$ cat src/rtl/bank_dec_pkg.sv
package bank_dec_pkg;
  localparam int ADDR_W   = 32;
  localparam int MASK_LSB = 15;
  localparam int TAG_W    = ADDR_W - MASK_LSB;

  typedef struct packed {
    logic [TAG_W-1:0] baseTag;
    logic [1:0]       portSize;
    logic             wrProt;
    logic [2:0]       mach;
    logic             valid;
  } bankCfg_t;

  typedef struct packed {
    logic baseWe;
    logic optWe;
    logic capture;
    logic isWrite;
  } ctrlStrobe_t;
endpackage

$ cat src/rtl/bank_dec_ctrl.sv
module bank_dec_ctrl
  import bank_dec_pkg::*;
(
  input  logic        cfgWrEn,
  input  logic        wordSel,
  input  logic        accValid,
  input  logic        accWrite,
  output ctrlStrobe_t strobe
);
  always_comb begin
    strobe.baseWe  = cfgWrEn && !wordSel;
    strobe.optWe   = cfgWrEn && wordSel;
    strobe.capture = accValid;
    strobe.isWrite = accValid && accWrite;
  end
endmodule

$ cat src/rtl/bank_dec_path.sv
module bank_dec_path
  import bank_dec_pkg::*;
#(
  parameter int NUM_BANKS = 8,
  parameter int IDX_W     = $clog2(NUM_BANKS)
) (
  input  logic                 clk,
  input  logic                 rst_n,
  input  ctrlStrobe_t          strobe,
  input  logic [IDX_W-1:0]     cfgBank,
  input  logic [ADDR_W-1:0]    cfgWrData,
  input  logic [ADDR_W-1:0]    accAddr,
  output logic [NUM_BANKS-1:0] csOut,
  output logic [2:0]           machSel,
  output logic [1:0]           portSize,
  output logic                 wpErr,
  output logic                 noHitErr
);
  bankCfg_t             cfg  [NUM_BANKS];
  logic [TAG_W-1:0]     mask [NUM_BANKS];
  logic [NUM_BANKS-1:0] hitVec;
  logic [TAG_W-1:0]     accTag;

  assign accTag = accAddr[ADDR_W-1:MASK_LSB];

  for (genvar b = 0; b < NUM_BANKS; b++) begin : g_bank
    always_ff @(posedge clk) begin
      if (!rst_n) begin
        cfg[b]  <= '0;
        mask[b] <= '0;
      end else if (cfgBank == IDX_W'(b)) begin
        if (strobe.baseWe) begin
          cfg[b].baseTag  <= cfgWrData[ADDR_W-1:MASK_LSB];
          cfg[b].portSize <= cfgWrData[12:11];
          cfg[b].wrProt   <= cfgWrData[8];
          cfg[b].mach     <= cfgWrData[7:5];
          cfg[b].valid    <= cfgWrData[0];
        end
        if (strobe.optWe) mask[b] <= cfgWrData[ADDR_W-1:MASK_LSB];
      end
    end
    assign hitVec[b] = cfg[b].valid &&
                       ((accTag & mask[b]) == (cfg[b].baseTag & mask[b]));
  end

  logic                 anyHit;
  logic [IDX_W-1:0]     winIdx;
  logic [NUM_BANKS-1:0] winOneHot;

  always_comb begin
    anyHit    = 1'b0;
    winIdx    = '0;
    winOneHot = '0;
    for (int b = NUM_BANKS - 1; b >= 0; b--) begin
      if (hitVec[b]) begin
        anyHit = 1'b1;
        winIdx = IDX_W'(b);
      end
    end
    if (anyHit) winOneHot[winIdx] = 1'b1;
  end

  logic blocked;
  assign blocked = anyHit && strobe.isWrite && cfg[winIdx].wrProt;

  always_ff @(posedge clk) begin
    if (!rst_n || !strobe.capture) begin
      csOut    <= '0;
      machSel  <= '0;
      portSize <= '0;
      wpErr    <= 1'b0;
      noHitErr <= 1'b0;
    end else begin
      csOut    <= blocked ? '0 : winOneHot;
      machSel  <= anyHit ? cfg[winIdx].mach : 3'd0;
      portSize <= anyHit ? cfg[winIdx].portSize : 2'd0;
      wpErr    <= blocked;
      noHitErr <= !anyHit;
    end
  end
endmodule

$ cat src/rtl/bank_select_decoder.sv
module bank_select_decoder
  import bank_dec_pkg::*;
#(
  parameter int NUM_BANKS = 8,
  parameter int IDX_W     = $clog2(NUM_BANKS),
  parameter int CFG_AW    = IDX_W + 1
) (
  input  logic                 clk,
  input  logic                 rst_n,
  input  logic                 cfgWrEn,
  input  logic [CFG_AW-1:0]    cfgWrAddr,
  input  logic [31:0]          cfgWrData,
  input  logic                 accValid,
  input  logic [31:0]          accAddr,
  input  logic                 accWrite,
  output logic [NUM_BANKS-1:0] csOut,
  output logic [2:0]           machSel,
  output logic [1:0]           portSize,
  output logic                 wpErr,
  output logic                 noHitErr
);
  ctrlStrobe_t strobe;

  bank_dec_ctrl i_ctrl (
    .cfgWrEn (cfgWrEn),
    .wordSel (cfgWrAddr[0]),
    .accValid(accValid),
    .accWrite(accWrite),
    .strobe  (strobe)
  );

  bank_dec_path #(.NUM_BANKS(NUM_BANKS), .IDX_W(IDX_W)) i_path (
    .clk      (clk),
    .rst_n    (rst_n),
    .strobe   (strobe),
    .cfgBank  (cfgWrAddr[CFG_AW-1:1]),
    .cfgWrData(cfgWrData),
    .accAddr  (accAddr),
    .csOut    (csOut),
    .machSel  (machSel),
    .portSize (portSize),
    .wpErr    (wpErr),
    .noHitErr (noHitErr)
  );
endmodule

$ cat config.mk
export PLATFORM = sky130hd
export DESIGN_NAME = bank_select_decoder
export DESIGN_NICKNAME = d
export VERILOG_FILES = /design/src/rtl/bank_dec_pkg.sv /design/src/rtl/bank_dec_ctrl.sv /design/src/rtl/bank_dec_path.sv /design/src/rtl/bank_select_decoder.sv
export SDC_FILE = /design/constraint.sdc
export NUM_CORES = 1
export LEC_CHECK = 0
export ABC_AREA = 1
export BUFFER_PORTS_ARGS = -buffer_cell sky130_fd_sc_hd__buf_2
export CAP_MARGIN = 20
export CORE_MARGIN = 3
export CORE_UTILIZATION = 31
export DETAILED_ROUTE_END_ITERATION = 7
export MAX_ROUTING_LAYER = met4
export PLACE_DENSITY_LB_ADDON = 0.08
export SLEW_MARGIN = 20
export SYNTH_ARGS = -nofsm -noshare
export SYNTH_HDL_FRONTEND = slang
export SYNTH_SLANG_ARGS = --single-unit
$ cat constraint.sdc
create_clock -name clk -period 3.35 [get_ports clk]
set_input_delay 0 -clock clk [delete_from_list [all_inputs] [get_ports clk]]
set_output_delay 0 -clock clk [all_outputs]
set_load 0.01 [all_outputs]
==> results.md <==
* Status: completed
* H-tree depth at 2
* Post-synth top area share at between 60% and 70%
* Area Overhead vs Synth at 15.3%
* Reg clk slew, reported paths at ~60 ps
* Reg2reg setup slack at about 740 ps
* CTS tree: done
* Period utilization at a little under 80%
* Slew at the pin closest to its max-slew limit at a little over 1000 ps
* Hold Path Cell Cnt at 3
* Crit path max fanout at 6
* Clock period minus worst slack at between 2000 and 3000 ps
* Routed WL at around 48000 um
* Filler Cell Count at 5163
* Post-synth cell types at 38
* Nets at approximately 1.8k
* Mapped Area at between 0.015 and 0.02 sq mm
* Worst EP required at approximately 3800 ps
* # IOs at 88
* Final setup violation count at 0
* Largest net degree at the start of global routing at 34
* Area leader, netlist: edfxtp_1
* Chip height at 232 um
* Final ANT Viol Nets at 0
* Initial DRC Count at ~810
* Metal-1 WL at 22300 um
* Hold Violations, Final at 0
* Fmax at 383 MHz
* Setup_tns at 0 ps
* DRC violations left at 0
* Slew Limit Fails at 0
* Async S/R FF share, synth at 0%
* WL/cell at between 15 and 20 um
* Post-synthesis sequential area ratio at approximately 64%
* Clock skew at roughly 25 ps
* IO buf count at 64
* Pwr Total at 0.0102 W
* Sink Count at 343
* Fin worst setup slack at ~740 ps
* Post-synthesis net count at about 1.7k
* Yosys warnings at 0
* Hold EP: i_path.wpErr
* Share of cells above drive strength 1 at a little under an eighth
* Max-Cap Viols at 0
* Most frequent cells in the layout: nor2_1, edfxtp_1, nand2_1, nand3_1, inv_1
* Worst rel slew slack at a little under a third
* CP Launch Type: register
* R2R cell count at 15
* RSZ-0062 raised after global routing: no
* Routability cong. at 0.782
* Starting density of the core at 31.5%
* Place WS at approximately 670 ps
* R2R Path End: i_path.portSize[0]
* Hold_ws at about 44 ps
* CTS Buffer Depth at 3
* Critical path type: register to register
* PwrDens at 558 mW/mm^2
* First drt pass iteration count at 5
* Dpl hpwl at ~32000 um
* Most used cell, CP: nand2_1
* Setup Buffers After CTS at 0
* Post-synthesis average cell area at 9.72 sq um
* Vias in the first global route at roughly 11k
* WP data arrival at between 3000 and 4000 ps
* Drt via density at around 4.6
* First-pass GRT wire length at between 70000 and 80000 um
* Via count at about 11k
* HP Start: rst_n
* CP Cell Sequence: nand2_1, nand2_1, o21ai_0, nor2_1, nand3_1, nand2_1, nor2_4, nor2_8, a21oi_4, inv_2, nor2_4, nand2_1, nand2_1, nor2_1, a21oi_1
* Core area at about 0.050 sq mm
* Total track usage at between 10% and 20%
* TritonCTS Buffers at 42
* Top FF cell, synth: edfxtp_1
* Die area at approximately 0.054 sq mm
* Yosys reg bits at roughly 340
* Leakage at roughly 7.4 nW
* Clk Latency, worst-skew pair at about 570 ps
* Die Wd at roughly 230 um
* Commonest non-fill, non-tap cell in the layout: nor2_1
* Max rail drop VDD at ~0.37 mV
* GR Overflow Total at 0
* Max stage delay cell, worst path: o21ai_0
* Slowest stage delay, CP at around 420 ps
* Highest routed layer: met4
* Met2 WL at approximately 23000 um
* Clk root buf: clkbuf_16
* Worst Hold Class: input port to register
* Initial antenna violation count at 0
* FP Rows at between 80 and 90
* Top post-synthesis cells by area: edfxtp_1, nor2_1, nand2_1
* Crit. End Element: register
* Reg2reg start: i_path.cfg[6][13]
* EDFF count, synth at 328
* Syn Inst Count at about 1.6k
* Met3 wire length at between 2000 and 2500 um
## layout make-up
cell class | count | area, sq um | area share (%)
inverters | 120 | 453 | 2.48
clock inverters | 14 | 141 | 0.775
diodes | 1 | 2.50 | 0.0137
well taps | 672 | 841 | 4.61
flip-flops and latches | 343 | 10100 | 55.6
multi-input cells | 1099 | 4890 | 26.8
clock buffers | 61 | 1140 | 6.27
repair buffers | 99 | 618 | 3.39
## registers in the layout, summed over array words and instances (netlist names)
name / cells
i_path.cfg: 192
i_path.csOut: 8
i_path.machSel: 3
i_path.mask: 136
i_path.noHitErr: 1
i_path.portSize: 2
i_path.wpErr: 1
## per-stage QoR
step           cells  utilization, %  instance area (sq um)
2_1_floorplan   1628               -                  15800
3_3_place_gp    2324            33.5                  16900
3_5_place_dp    2324            33.5                  16900
4_1_cts         2408            36.3                  18200
5_1_grt         2408            36.3                  18200
6_report        2409            36.3                  18200
## critical path: cells and delay by family (launching register included)
| kind | cells | cell delay, ps |
|---|---|---|
| flip-flops | 1 | 380 |
| buffers and inverters | 1 | 80 |
| AO/OA/AOI/OAI | 3 | 680 |
| AND/OR/NAND/NOR | 11 | 1390 |
## report_power, final
part / switching (W) / leakage (nW) / internal (W)
sequential: 0.0000879 / 3.26 / 0.00494
clock: 0.00179 / 0.615 / 0.00259
combinational: 0.000569 / 3.53 / 0.000206
## cell families after synthesis
group	Yosys count	synth area share, %
simple gates	1049	29.0
compound gates	48	1.70
buf+inv	186	5.09
xor+xnor	2	0.111
flops	343	64.1
## repair_timing
action	in CTS	in global routing
hold buffers	9	0
hold endpoints to repair	66	0
resized for setup	0	0
## how the worst max path moves through the flow
stage               slack [ps]         startpoint                  to  depth (start not counted)
floorplan                  480       cfgWrAddr[3]    i_path.cfg[7][0]                          5
global placement           720        accAddr[29]  i_path.portSize[1]                         19
detailed placement         670        accAddr[29]   i_path.machSel[0]                         19
CTS                        710  i_path.cfg[6][13]  i_path.portSize[0]                         15
global route               540   i_path.cfg[0][7]  i_path.portSize[0]                         13
finish                     740  i_path.cfg[6][13]  i_path.portSize[0]                         15
## synthesized netlist by cell type, types with 9 or more instances
cell type,number
a21oi_1,18
buf_6,12
clkbuf_1,48
dfxtp_1,15
edfxtp_1,328
inv_1,114
nand2_1,325
nand3_1,153
nand3b_1,17
nand4_1,13
nor2_1,446
nor2_2,15
nor2_4,9
o21ai_0,18
or2_1,35
or2_2,10
## routing by layer
layer  track usage [%]  up-vias
met5                 -        -
met2              29.6      205
met4              4.67        0
met3              2.12       56
li1                  -     5508
met1              25.5     5340
Note: power is estimated with default switching activity, not from simulation.
